$ cat src/rtl/wordcell_pkg.sv
package wordcell_pkg;
  localparam int TBL_W = 16;
  typedef enum logic [1:0] {
    CIN_ZERO = 2'd0,
    CIN_ONE  = 2'd1,
    CIN_EXT  = 2'd2,
    CIN_RSVD = 2'd3
  } cin_src_e;
endpackage

$ cat src/rtl/wordcell_shifter.sv
module wordcell_shifter #(
  parameter int N   = 8,
  parameter int SHW = 3
) (
  input  logic [N-1:0]   din,
  input  logic           to_lsb,
  input  logic [SHW-1:0] amt,
  output logic [N-1:0]   dout
);
  always_comb begin
    if (32'(amt) >= N)
      dout = '0;
    else if (to_lsb)
      dout = din >> amt;
    else
      dout = din << amt;
  end
endmodule

$ cat src/rtl/wordcell_slice.sv
module wordcell_slice
  import wordcell_pkg::*;
(
  input  logic             clk,
  input  logic             rst,
  input  logic             op_a,
  input  logic             op_b,
  input  logic             op_c,
  input  logic             cin,
  input  logic [TBL_W-1:0] res_tbl,
  input  logic [TBL_W-1:0] cry_tbl,
  input  logic             use_reg,
  output logic             f_comb,
  output logic             res,
  output logic             cout
);
  logic [3:0] idx;
  logic       q;

  assign idx    = {cin, op_c, op_b, op_a};
  assign f_comb = res_tbl[idx];
  assign cout   = cry_tbl[idx];

  always_ff @(posedge clk) begin
    if (rst) q <= 1'b0;
    else     q <= f_comb;
  end

  assign res = use_reg ? q : f_comb;
endmodule

$ cat src/rtl/wordcell_cfg_chain.sv
module wordcell_cfg_chain #(
  parameter int CFGW = 47
) (
  input  logic            clk,
  input  logic            rst,
  input  logic            load,
  input  logic            din,
  output logic [CFGW-1:0] active
);
  logic [CFGW-1:0] shadow;

  always_ff @(posedge clk) begin
    if (rst) begin
      shadow <= '0;
      active <= '0;
    end else if (load) begin
      shadow <= {din, shadow[CFGW-1:1]};
    end else begin
      active <= shadow;
    end
  end

  AST_CFG_SHIFT: assert property (@(posedge clk) disable iff (rst)
    load |=> (shadow[CFGW-2:0] == $past(shadow[CFGW-1:1])));
  AST_CFG_FROZEN: assert property (@(posedge clk) disable iff (rst)
    load |=> $stable(active));
  AST_CFG_APPLY: assert property (@(posedge clk) disable iff (rst)
    !load |=> (active == $past(shadow)));
endmodule

$ cat src/rtl/wordcell.sv
module wordcell
  import wordcell_pkg::*;
#(
  parameter int N = 8
) (
  input  logic         clk,
  input  logic         rst,
  input  logic         cfg_load,
  input  logic         cfg_din,
  input  logic [N-1:0] bus_a,
  input  logic [N-1:0] bus_b,
  input  logic [N-1:0] bus_c,
  input  logic         ctrl_cin,
  output logic [N-1:0] result,
  output logic         carry_out
);
  localparam int SHW     = (N > 1) ? $clog2(N) : 1;
  localparam int SFW     = SHW + 1;
  localparam int OFF_RES = 0;
  localparam int OFF_CRY = OFF_RES + TBL_W;
  localparam int OFF_CIN = OFF_CRY + TBL_W;
  localparam int OFF_REG = OFF_CIN + 2;
  localparam int OFF_SH  = OFF_REG + 1;
  localparam int CFGW    = OFF_SH + 3 * SFW;

  logic [CFGW-1:0]  cfg;
  logic [TBL_W-1:0] res_tbl, cry_tbl;
  cin_src_e         cin_src;
  logic             use_reg;
  logic [N-1:0]     ops_in  [3];
  logic [N-1:0]     ops_sh  [3];
  logic [N:0]       carry;
  logic [N-1:0]     comb_word;

  wordcell_cfg_chain #(.CFGW(CFGW)) u_chain (
    .clk(clk), .rst(rst), .load(cfg_load), .din(cfg_din), .active(cfg)
  );

  assign res_tbl = cfg[OFF_RES +: TBL_W];
  assign cry_tbl = cfg[OFF_CRY +: TBL_W];
  assign cin_src = cin_src_e'(cfg[OFF_CIN +: 2]);
  assign use_reg = cfg[OFF_REG];

  assign ops_in[0] = bus_a;
  assign ops_in[1] = bus_b;
  assign ops_in[2] = bus_c;

  for (genvar k = 0; k < 3; k++) begin : g_shift
    wordcell_shifter #(.N(N), .SHW(SHW)) u_sh (
      .din   (ops_in[k]),
      .to_lsb(cfg[OFF_SH + k*SFW + SHW]),
      .amt   (cfg[OFF_SH + k*SFW +: SHW]),
      .dout  (ops_sh[k])
    );
  end

  always_comb begin
    unique case (cin_src)
      CIN_ONE: carry[0] = 1'b1;
      CIN_EXT: carry[0] = ctrl_cin;
      default: carry[0] = 1'b0;
    endcase
  end

  for (genvar i = 0; i < N; i++) begin : g_bit
    wordcell_slice u_slice (
      .clk    (clk),
      .rst    (rst),
      .op_a   (ops_sh[0][i]),
      .op_b   (ops_sh[1][i]),
      .op_c   (ops_sh[2][i]),
      .cin    (carry[i]),
      .res_tbl(res_tbl),
      .cry_tbl(cry_tbl),
      .use_reg(use_reg),
      .f_comb (comb_word[i]),
      .res    (result[i]),
      .cout   (carry[i+1])
    );
  end

  assign carry_out = carry[N];

  AST_STATUS_QUIET: assert property (@(posedge clk) disable iff (rst)
    (cry_tbl == '0) |-> !carry_out);
  AST_REG_PATH: assert property (@(posedge clk) disable iff (rst)
    (use_reg && $past(use_reg) && $stable(cfg)) |-> (result == $past(comb_word)));
  AST_FILL_LOW: assert property (@(posedge clk) disable iff (rst)
    (!cfg[OFF_SH + SHW] && cfg[OFF_SH +: SHW] != '0) |-> !ops_sh[0][0]);
  AST_COMB_PATH: assert property (@(posedge clk) disable iff (rst)
    !use_reg |-> (result == comb_word));
endmodule

$ cat config.mk
export PLATFORM = sky130hd
export DESIGN_NAME = wordcell
export DESIGN_NICKNAME = d
export VERILOG_FILES = /design/src/rtl/wordcell_pkg.sv /design/src/rtl/wordcell_shifter.sv /design/src/rtl/wordcell_slice.sv /design/src/rtl/wordcell_cfg_chain.sv /design/src/rtl/wordcell.sv
export SDC_FILE = /design/constraint.sdc
export NUM_CORES = 1
export LEC_CHECK = 0
export BUFFER_PORTS_ARGS = -buffer_cell sky130_fd_sc_hd__buf_4
export CORE_MARGIN = 5
export CORE_UTILIZATION = 58
export CTS_BUF_LIST = sky130_fd_sc_hd__clkbuf_4 sky130_fd_sc_hd__clkbuf_8
export CTS_CLUSTER_SIZE = 28
export DETAILED_ROUTE_END_ITERATION = 6
export PLACE_DENSITY = 0.79
export SYNTH_ARGS = -nofsm -noshare
export SYNTH_HDL_FRONTEND = slang
export SYNTH_SLANG_ARGS = --single-unit
export TNS_END_PERCENT = 50
$ cat constraint.sdc
create_clock -name clk -period 4 [get_ports clk]
set_clock_uncertainty 0.05 [all_clocks]
set_input_delay 0.4 -clock clk [delete_from_list [all_inputs] [get_ports clk]]
set_output_delay 0.4 -clock clk [all_outputs]
set_load 0.01 [all_outputs]
==> out/metrics.csv, run 1 <==
stage;metric;value;unit
floorplanning;Die X;124;um
pwr;combinational group share of total power;16.4;%
pwr;PD cells;227;mW/mm^2
global_route;via count of the first global-routing pass;6416;
clock_tree;clk root buf;clkbuf_8;
logic_synthesis;#FFs+latches synth;102;
global_route;grt ovf;0;
outcome;failing checks;setup timing;
logic_synthesis;EDFF count, synth;0;
sta;setup repair after global routing missed its margin;yes;
pwr;Seq pwr share;51.1;%
place;DP Cell Count;1100;
place;port buffer count;37;
logic_synthesis;mapped cell area;0.00751;mm^2
critical_path;Critical Path Fanout Max;7;
final_layout;Layout area overhead;16.9;%
critical_path;Critical Path Start Type;register;
clock_tree;CTS sink count;102;
pwr;Clk pwr share;32.5;%
route;routed vias/inst;6.12;
sta;Max-Slew Margin vs Limit;31.3;%
route;DR vias;6863;
logic_synthesis;main flop type after synthesis;dfxtp_1;
sta;fin crit share;120;%
final_layout;share of cells above drive strength 1;28.0;%
critical_path;Crit path arrival time;4.35;ns
critical_path;WS Path Type;reg -> out;
floorplanning;core area;0.0127;mm^2
floorplanning;full die area;0.0153;mm^2
critical_path;crit end category;output pin;
outcome;status;finished, violations left;
clock_tree;clk buf depth;2;
floorplanning;I/O pin cnt;38;
floorplanning;DIE HEIGHT;124;um
clock_tree;CTS tree;yes;
final_layout;fin nets;976;
route;Residual DRC;0;
final_layout;FF+latch area;0.00205;mm^2
final_layout;footprint of the multi-input gates;0.00514;mm^2
sta;Final Hold Slack;0.209;ns
route;Antenna Nets Post-Route;0;
logic_synthesis;Synthesized Nets;909;
clock_tree;hold_buf cts;0;
critical_path;CP Launch Point;u_chain.active[44]$_SDFFE_PP0N_;
sta;fmax;0.208;GHz
route;wire per inst;17.4;um
logic_synthesis;Syn Inst Count;878;
logic_synthesis;Post-synth ARST share;0;%
pwr;switching part of the total power;28.9;%
sta;minimum clock period;4.80;ns
final_layout;filler cell count;992;
global_route;initial antenna violation count;0;
route;First-pass DRT Iterations;5;
place;HPWL Detailed;13800;um
final_layout;most common cell after layout, fill and taps aside;buf_4;
final_layout;Final Core Density;69.4;%
clock_tree;H-tree levels;3;
route;final WL;19500;um
sta;setup ws final;-0.805;ns
pwr;Worst IR Drop VDD;0.224;mV
flow_run;maxcap violations;0;
pwr;Final Power;2.00;mW
worst_hold_path;hold_sp;cfg_din;
sta;Setup Viol. Count Final;6;
pwr;Power Internal;1.42;mW
logic_synthesis;register area share after synthesis;27.2;%
global_route;global-route wire length before repair;31700;um
floorplanning;Initial Util;59.3;%
sta;Least-Margin Pin Slew;1.03;ns
critical_path;worst reg2reg path startpoint;u_chain.active[44]$_SDFFE_PP0N_;
critical_path;Worst Path Required;3.55;ns
global_route;largest net degree at the start of global routing;105;
place;GP Congestion;1.01;
sta;Final Max Tran Viols;0;
clock_tree;total CTS buffers;9;
route;initial DRC count;698;
logic_synthesis;library cells used by synthesis;67;
final_layout;Antenna Cells;0;
pwr;Psw;0.578;mW
worst_hold_path;worst hold path class;in -> reg;
global_route;total track usage;26.0;%
clock_tree;worst skew pair latency;0.40;ns
logic_synthesis;Syn Area/Cell;8.56;um^2
sta;Fin. Hold Viols;0;
floorplanning;Rows;41;
pwr;leak pwr;3.35;nW
final_layout;fin cells;1122;
final_layout;most frequent cells in the layout;buf_4 (140), nand2_1 (125), a21oi_1 (122), mux2i_1 (118), dfxtp_1 (97);
logic_synthesis;Yosys warning count;0;
clock_tree;clock-pin slew on the worst setup and hold paths;0.11;ns
-- critical path, stage by stage, from the launching register on --
cell and delay (ns):
dfxtp_4 0.41, mux2_4 0.31, mux4_2 0.51, a22oi_4 0.25, nand2b_4 0.18, a211oi_2 0.05, a211oi_2 0.30, mux2i_2 0.31
mux2_4 0.38, or4b_4 0.51, nand3_4 0.10, nor2_1 0.07, mux2_4 0.33, o21ai_2 0.10, buf_4 0.13
-- metal layers --
| metal | track usage [%] | share of wire (%) | vias to the layer above |
|---|---|---|---|
| met2 | 42.1 | 49 | 254 |
| met1 | 34.3 | 42 | 3261 |
| li1 | - | - | 3289 |
| met4 | 10.5 | 2.8 | 0 |
| met5 | 0 | 0 | - |
| met3 | 4.81 | 6.5 | 59 |
-- cell families (layout without fill, tap and decap cells) --
group | count (synthesis) | in the layout | synth area share (%)
adder cells (fa/ha/maj) | 2 | 2 | 0.333
flip-flops | 102 | 102 | 27.2
multiplexers | 186 | 186 | 31.2
buffers and inverters | 102 | 174 | 6.29
AND/OR/NAND/NOR | 265 | 265 | 16.9
AO/OA/AOI/OAI | 221 | 221 | 18.0
-- flip-flops by register name, indices dropped and copies added (netlist names) --
| name | flops |
|---|---|
| u_chain.active | 47 |
| u_chain.shadow | 47 |
| g_bit.u_slice.q | 8 |
-- final timing paths --
| check | end | slack, ns | cells past startpoint |
|---|---|---|---|
| max | result[6] | -0.80 | 14 |
| min | u_chain.shadow[46]$_SDFFE_PP0P_ | 0.21 | 3 |
| max reg2reg | g_bit[7].u_slice.q$_SDFF_PP0_ | 0.07 | 13 |
| min reg2reg | u_chain.shadow[9]$_SDFFE_PP0P_ | 0.41 | 2 |
-- per-stage QoR --
step           area (um^2)  worst slack, ns  setup TNS, ns
6_report              8790           -0.805          -3.82
5_1_grt               8790           -0.972          -5.12
4_1_cts               8680           -0.832          -3.98
3_5_place_dp          8410           -0.465          -1.75
3_3_place_gp          8410           -0.380          -1.36
2_1_floorplan         7540           -0.221         -0.621
-- synth_stat cells, types with 4 or more instances --
cell type    n  area [um^2]
a211oi_1    19          143
a21boi_0     5         37.5
a21oi_1    125          626
a31oi_1      5         31.3
buf_2       11         55.1
buf_4        9         67.6
buf_6        4         45.0
clkbuf_1    62          233
dfxtp_1    102         2040
inv_1       11         41.3
mux2_2      27          304
mux2i_1    120         1200
mux4_2      35          788
nand2_1    125          469
nand2b_1    55          344
nand3_1      8         40.0
nand3b_1     5         37.5
nor2_1      34          128
nor2b_1     13         81.3
nor3_1       5         25.0
o211ai_1     8         60.1
o21ai_0     20          100
or3_1        4         25.0
-- power groups by stage --
stage | Combinational, mW | Clock (mW) | Sequential (mW)
global route | 0.354 | 0.701 | 1.02
global placement | 0.310 | 0 | 1.05
finish | 0.328 | 0.650 | 1.02
detailed placement | 0.315 | 0 | 1.05
CTS | 0.320 | 0.664 | 1.02
floorplan | 0.203 | 0 | 1.04
-- timing repair --
| action | CTS | global route |
|---|---|---|
| endpoints found under the setup margin | 8 | 11 |
| gates resized for setup | 10 | 23 |
| setup buffers | 3 | 3 |
| pin swaps | 7 | 8 |
-- layout make-up --
class	count	area share [%]
multi-input combinational	674	58.5
sequential	102	23.3
timing repair buffer	146	12.9
tap	172	2.45
clock buffer	9	1.41
clock inverter	7	0.868
inverter	12	0.513
(Power assumes the default switching activity.)
==> run 2, diff against run 1 <==
--- a/config.mk
+++ b/config.mk
@@ -7,11 +7,11 @@
 export LEC_CHECK = 0
 export BUFFER_PORTS_ARGS = -buffer_cell sky130_fd_sc_hd__buf_4
 export CORE_MARGIN = 5
-export CORE_UTILIZATION = 58
+export CORE_UTILIZATION = 69
 export CTS_BUF_LIST = sky130_fd_sc_hd__clkbuf_4 sky130_fd_sc_hd__clkbuf_8
 export CTS_CLUSTER_SIZE = 28
 export DETAILED_ROUTE_END_ITERATION = 6
-export PLACE_DENSITY = 0.79
+export PLACE_DENSITY = 0.87
 export SYNTH_ARGS = -nofsm -noshare
 export SYNTH_HDL_FRONTEND = slang
 export SYNTH_SLANG_ARGS = --single-unit
==> constraint.sdc (replaced) <==
create_clock -name clk -period 5.6 [get_ports clk]
set_clock_uncertainty 0.05 [all_clocks]
set_input_delay 0.56 -clock clk [delete_from_list [all_inputs] [get_ports clk]]
set_output_delay 0.56 -clock clk [all_outputs]
set_load 0.01 [all_outputs]
==> run 2 against run 1 <==
  * The flow now finishes without violations
  * Via count down 5.2%
  * Die area decreased by 15%
  * First-iteration DRC count shrank 32%
  * Flip-flop and latch count is the same
  * Core utilization increased by 4.1 points
  * Cell count is 11% lower
  * Combinational power is 39% lower
  * Worst hold slack better by 0.16 ns
  * Setup slack better by 1.0 ns
  * Critical path depth up 1
  * Sequential power decreased by 28%
  * Largest power group unchanged
==> out/metrics.csv, run 2 (same netlist as run 1, synthesis figures left out) <==
stage;metric;value;unit;change
place;port buffer count;37;;unchanged
final_layout;Layout area overhead;5.04;%;was 16.9%
floorplanning;DIE HEIGHT;114;um;was 124 um
clock_tree;H-tree levels;3;;unchanged
sta;setup TNS;0;ns;was -3.82 ns
floorplanning;I/O pin cnt;38;;unchanged
global_route;largest net degree at the start of global routing;142;;was 105
sta;setup ws final;0.213;ns;was -0.805 ns
critical_path;Most common cell on crit path;buf_4;;was mux2_4
sta;minimum clock period;5.39;ns;
floorplanning;full die area;0.0131;mm^2;was 0.0153 mm^2
clock_tree;clk root buf;clkbuf_8;;unchanged
floorplanning;Rows;38;;was 41
critical_path;crit-path max cell delay;0.55;ns;was 0.51 ns
final_layout;Antenna Cells;0;;unchanged
pwr;PD cells;181;mW/mm^2;was 227 mW/mm^2
critical_path;Critical Path Fanout Max;13;;was 7
route;final WL;18500;um;was 19500 um
route;routed wl met3;1190;um;was 1280 um
route;First-pass DRT Iterations;6;;was 5
floorplanning;core area;0.0107;mm^2;was 0.0127 mm^2
route;Met2 Wirelength;8890;um;was 9530 um
clock_tree;clk buf depth;2;;unchanged
flow_run;maxcap violations;0;;unchanged
critical_path;worst-path cell chain;buf_4 > nand2b_1 > a21o_1 > a22o_1 > o41ai_1 > a31oi_1 > a211oi_2 > mux2i_1 > mux2_4 > or4b_4 > nand3_2 > a2bb2oi_2 > nor3_2 > o31ai_2 > buf_4;;was mux2_4 > mux4_2 > a22oi_4 > nand2b_4 > a211oi_2 > a211oi_2 > mux2i_2 > mux2_4 > or4b_4 > nand3_4 > nor2_1 > mux2_4 > o21ai_2 > buf_4
final_layout;share of cells above drive strength 1;18.2;%;was 28.0%
clock_tree;total CTS buffers;9;;unchanged
final_layout;fin nets;883;;was 976
route;M1 wire length;7980;um;was 8160 um
global_route;via count of the first global-routing pass;6188;;was 6416
global_route;initial antenna violation count;0;;unchanged
critical_path;Critical-path top delay cell;or4b_4;;was mux4_2
critical_path;Critical Path Start Type;register;;unchanged
final_layout;biggest regs;u_chain.active x47, u_chain.shadow x47, g_bit.u_slice.q x8;;unchanged
sta;Fin. Hold Viols;0;;unchanged
worst_hold_path;worst hold path class;in -> reg;;unchanged
outcome;status;finished, final reports clean;;was finished, violations left
clock_tree;Setup Buffers After CTS;0;;was 3
route;routed vias/inst;6.53;;was 6.12
clock_tree;CTS tree;yes;;unchanged
route;DR vias;6508;;was 6863
critical_path;Crit path arrival time;4.78;ns;was 4.35 ns
sta;fmax;0.186;GHz;
global_route;grt ovf;0;;unchanged
pwr;Final Power;1.43;mW;was 2.00 mW
sta;Least-Margin Pin Slew;1.17;ns;was 1.03 ns
route;wire per inst;18.5;um;was 17.4 um
global_route;total track usage;29.4;%;was 26.0%
sta;fin crit share;96.2;%;
sta;Setup Viol. Count Final;0;;was 6
pwr;Worst IR Drop VDD;0.228;mV;was 0.224 mV
critical_path;WS Path Type;reg -> out;;unchanged
place;dpl ws;0.556;ns;was -0.465 ns
place;HPWL Detailed;13100;um;was 13800 um
sta;Final Hold Slack;0.370;ns;was 0.209 ns
critical_path;Worst Path Required;4.99;ns;was 3.55 ns
sta;Final Max Tran Viols;0;;unchanged
route;initial DRC count;476;;was 698
route;Top Layer Used;met4;;unchanged
floorplanning;Die X;114;um;was 124 um
final_layout;most frequent cells in the layout;a21oi_1 (125), nand2_1 (125), mux2i_1 (120), dfxtp_1 (99), nand2b_1 (55);;was buf_4 (140), nand2_1 (125), a21oi_1 (122), mux2i_1 (118), dfxtp_1 (97)
route;Antenna Nets Post-Route;0;;unchanged
pwr;leak pwr;2.86;nW;was 3.35 nW
clock_tree;worst skew pair latency;0.41;ns;was 0.40 ns
critical_path;crit end category;output pin;;unchanged
sta;setup repair after global routing missed its margin;no;;was yes
clock_tree;clock-pin slew on the worst setup and hold paths;0.11;ns;about the same
sta;Max-Slew Margin vs Limit;21.6;%;was 31.3%
place;GP Congestion;0.995;;was 1.01
clock_tree;CTS sink count;102;;unchanged
floorplanning;Initial Util;69.9;%;was 59.3%
route;Residual DRC;0;;unchanged
global_route;global-route wire length before repair;31200;um;was 31700 um
[run 2: changes by cell type in the layout (fill, tap and decap cells not counted), moves of 3 or more]
cell / change
buf_4: -87
buf_6: -4
mux2_4: -4
a21oi_1: +3
inv_6: -3
nor2_1: +3
nor2_2: -3
o21ai_0: +3
[run 2: final timing paths]
path | from | to | slack (ns) | cells past startpoint
max | u_chain.active[36]$_SDFFE_PP0N_ | result[7] | 0.21 | 15
min | cfg_din | u_chain.shadow[46]$_SDFFE_PP0P_ | 0.37 | 3
max reg2reg | u_chain.active[36]$_SDFFE_PP0N_ | g_bit[6].u_slice.q$_SDFF_PP0_ | 1.27 | 14
min reg2reg | u_chain.shadow[18]$_SDFFE_PP0P_ | u_chain.shadow[17]$_SDFFE_PP0P_ | 0.41 | 2
[run 2: through the flow]
| step | cell area [um^2] | cells | util (%) |
|---|---|---|---|
| 2_1_floorplan | 7510 | 878 | - |
| 4_1_cts | 7880 | 996 | 73.3 |
| 3_5_place_dp | 7680 | 981 | 71.5 |
| 5_1_grt | 7890 | 996 | 73.5 |
| 6_report | 7890 | 996 | 73.5 |
| 3_3_place_gp | 7680 | 981 | 71.5 |
[run 2: layout make-up]
class,instances,area [um^2]
Sequential cell,102,2050
Clock buffer,9,124
Clock inverter,6,77.6
Fill cell,855,2850
Inverter,12,45.0
Timing Repair Buffer,53,398
Tap cell,140,175
Multi-Input combinational cell,674,5030
[run 2: metal layers]
metal | vias to the layer above | global-route usage, %
li1 | 3097 | -
met1 | 3114 | 39.5
met2 | 261 | 47.4
met3 | 36 | 5.76
met4 | 0 | 10.1
met5 | - | 0
[run 2: worst max-delay path, delay by kind of cell, from the launching register on]
| family | cells | cell delay (ns) |
|---|---|---|
| flops | 1 | 0.43 |
| buf+inv | 2 | 0.39 |
| simple gates | 4 | 0.91 |
| compound gates | 7 | 1.88 |
| mux | 2 | 0.76 |
[run 2: power breakdown]
part / switching, mW / internal (mW)
logic: 0.116 / 0.0852
clock network: 0.283 / 0.213
registers: 0.00222 / 0.728
[run 2: what timing repair did]
item / 4_1_cts / 5_1_grt
hold buffers: 0 / 0
endpoints found under the setup margin: 0 / 4
resized for setup: 0 / 5
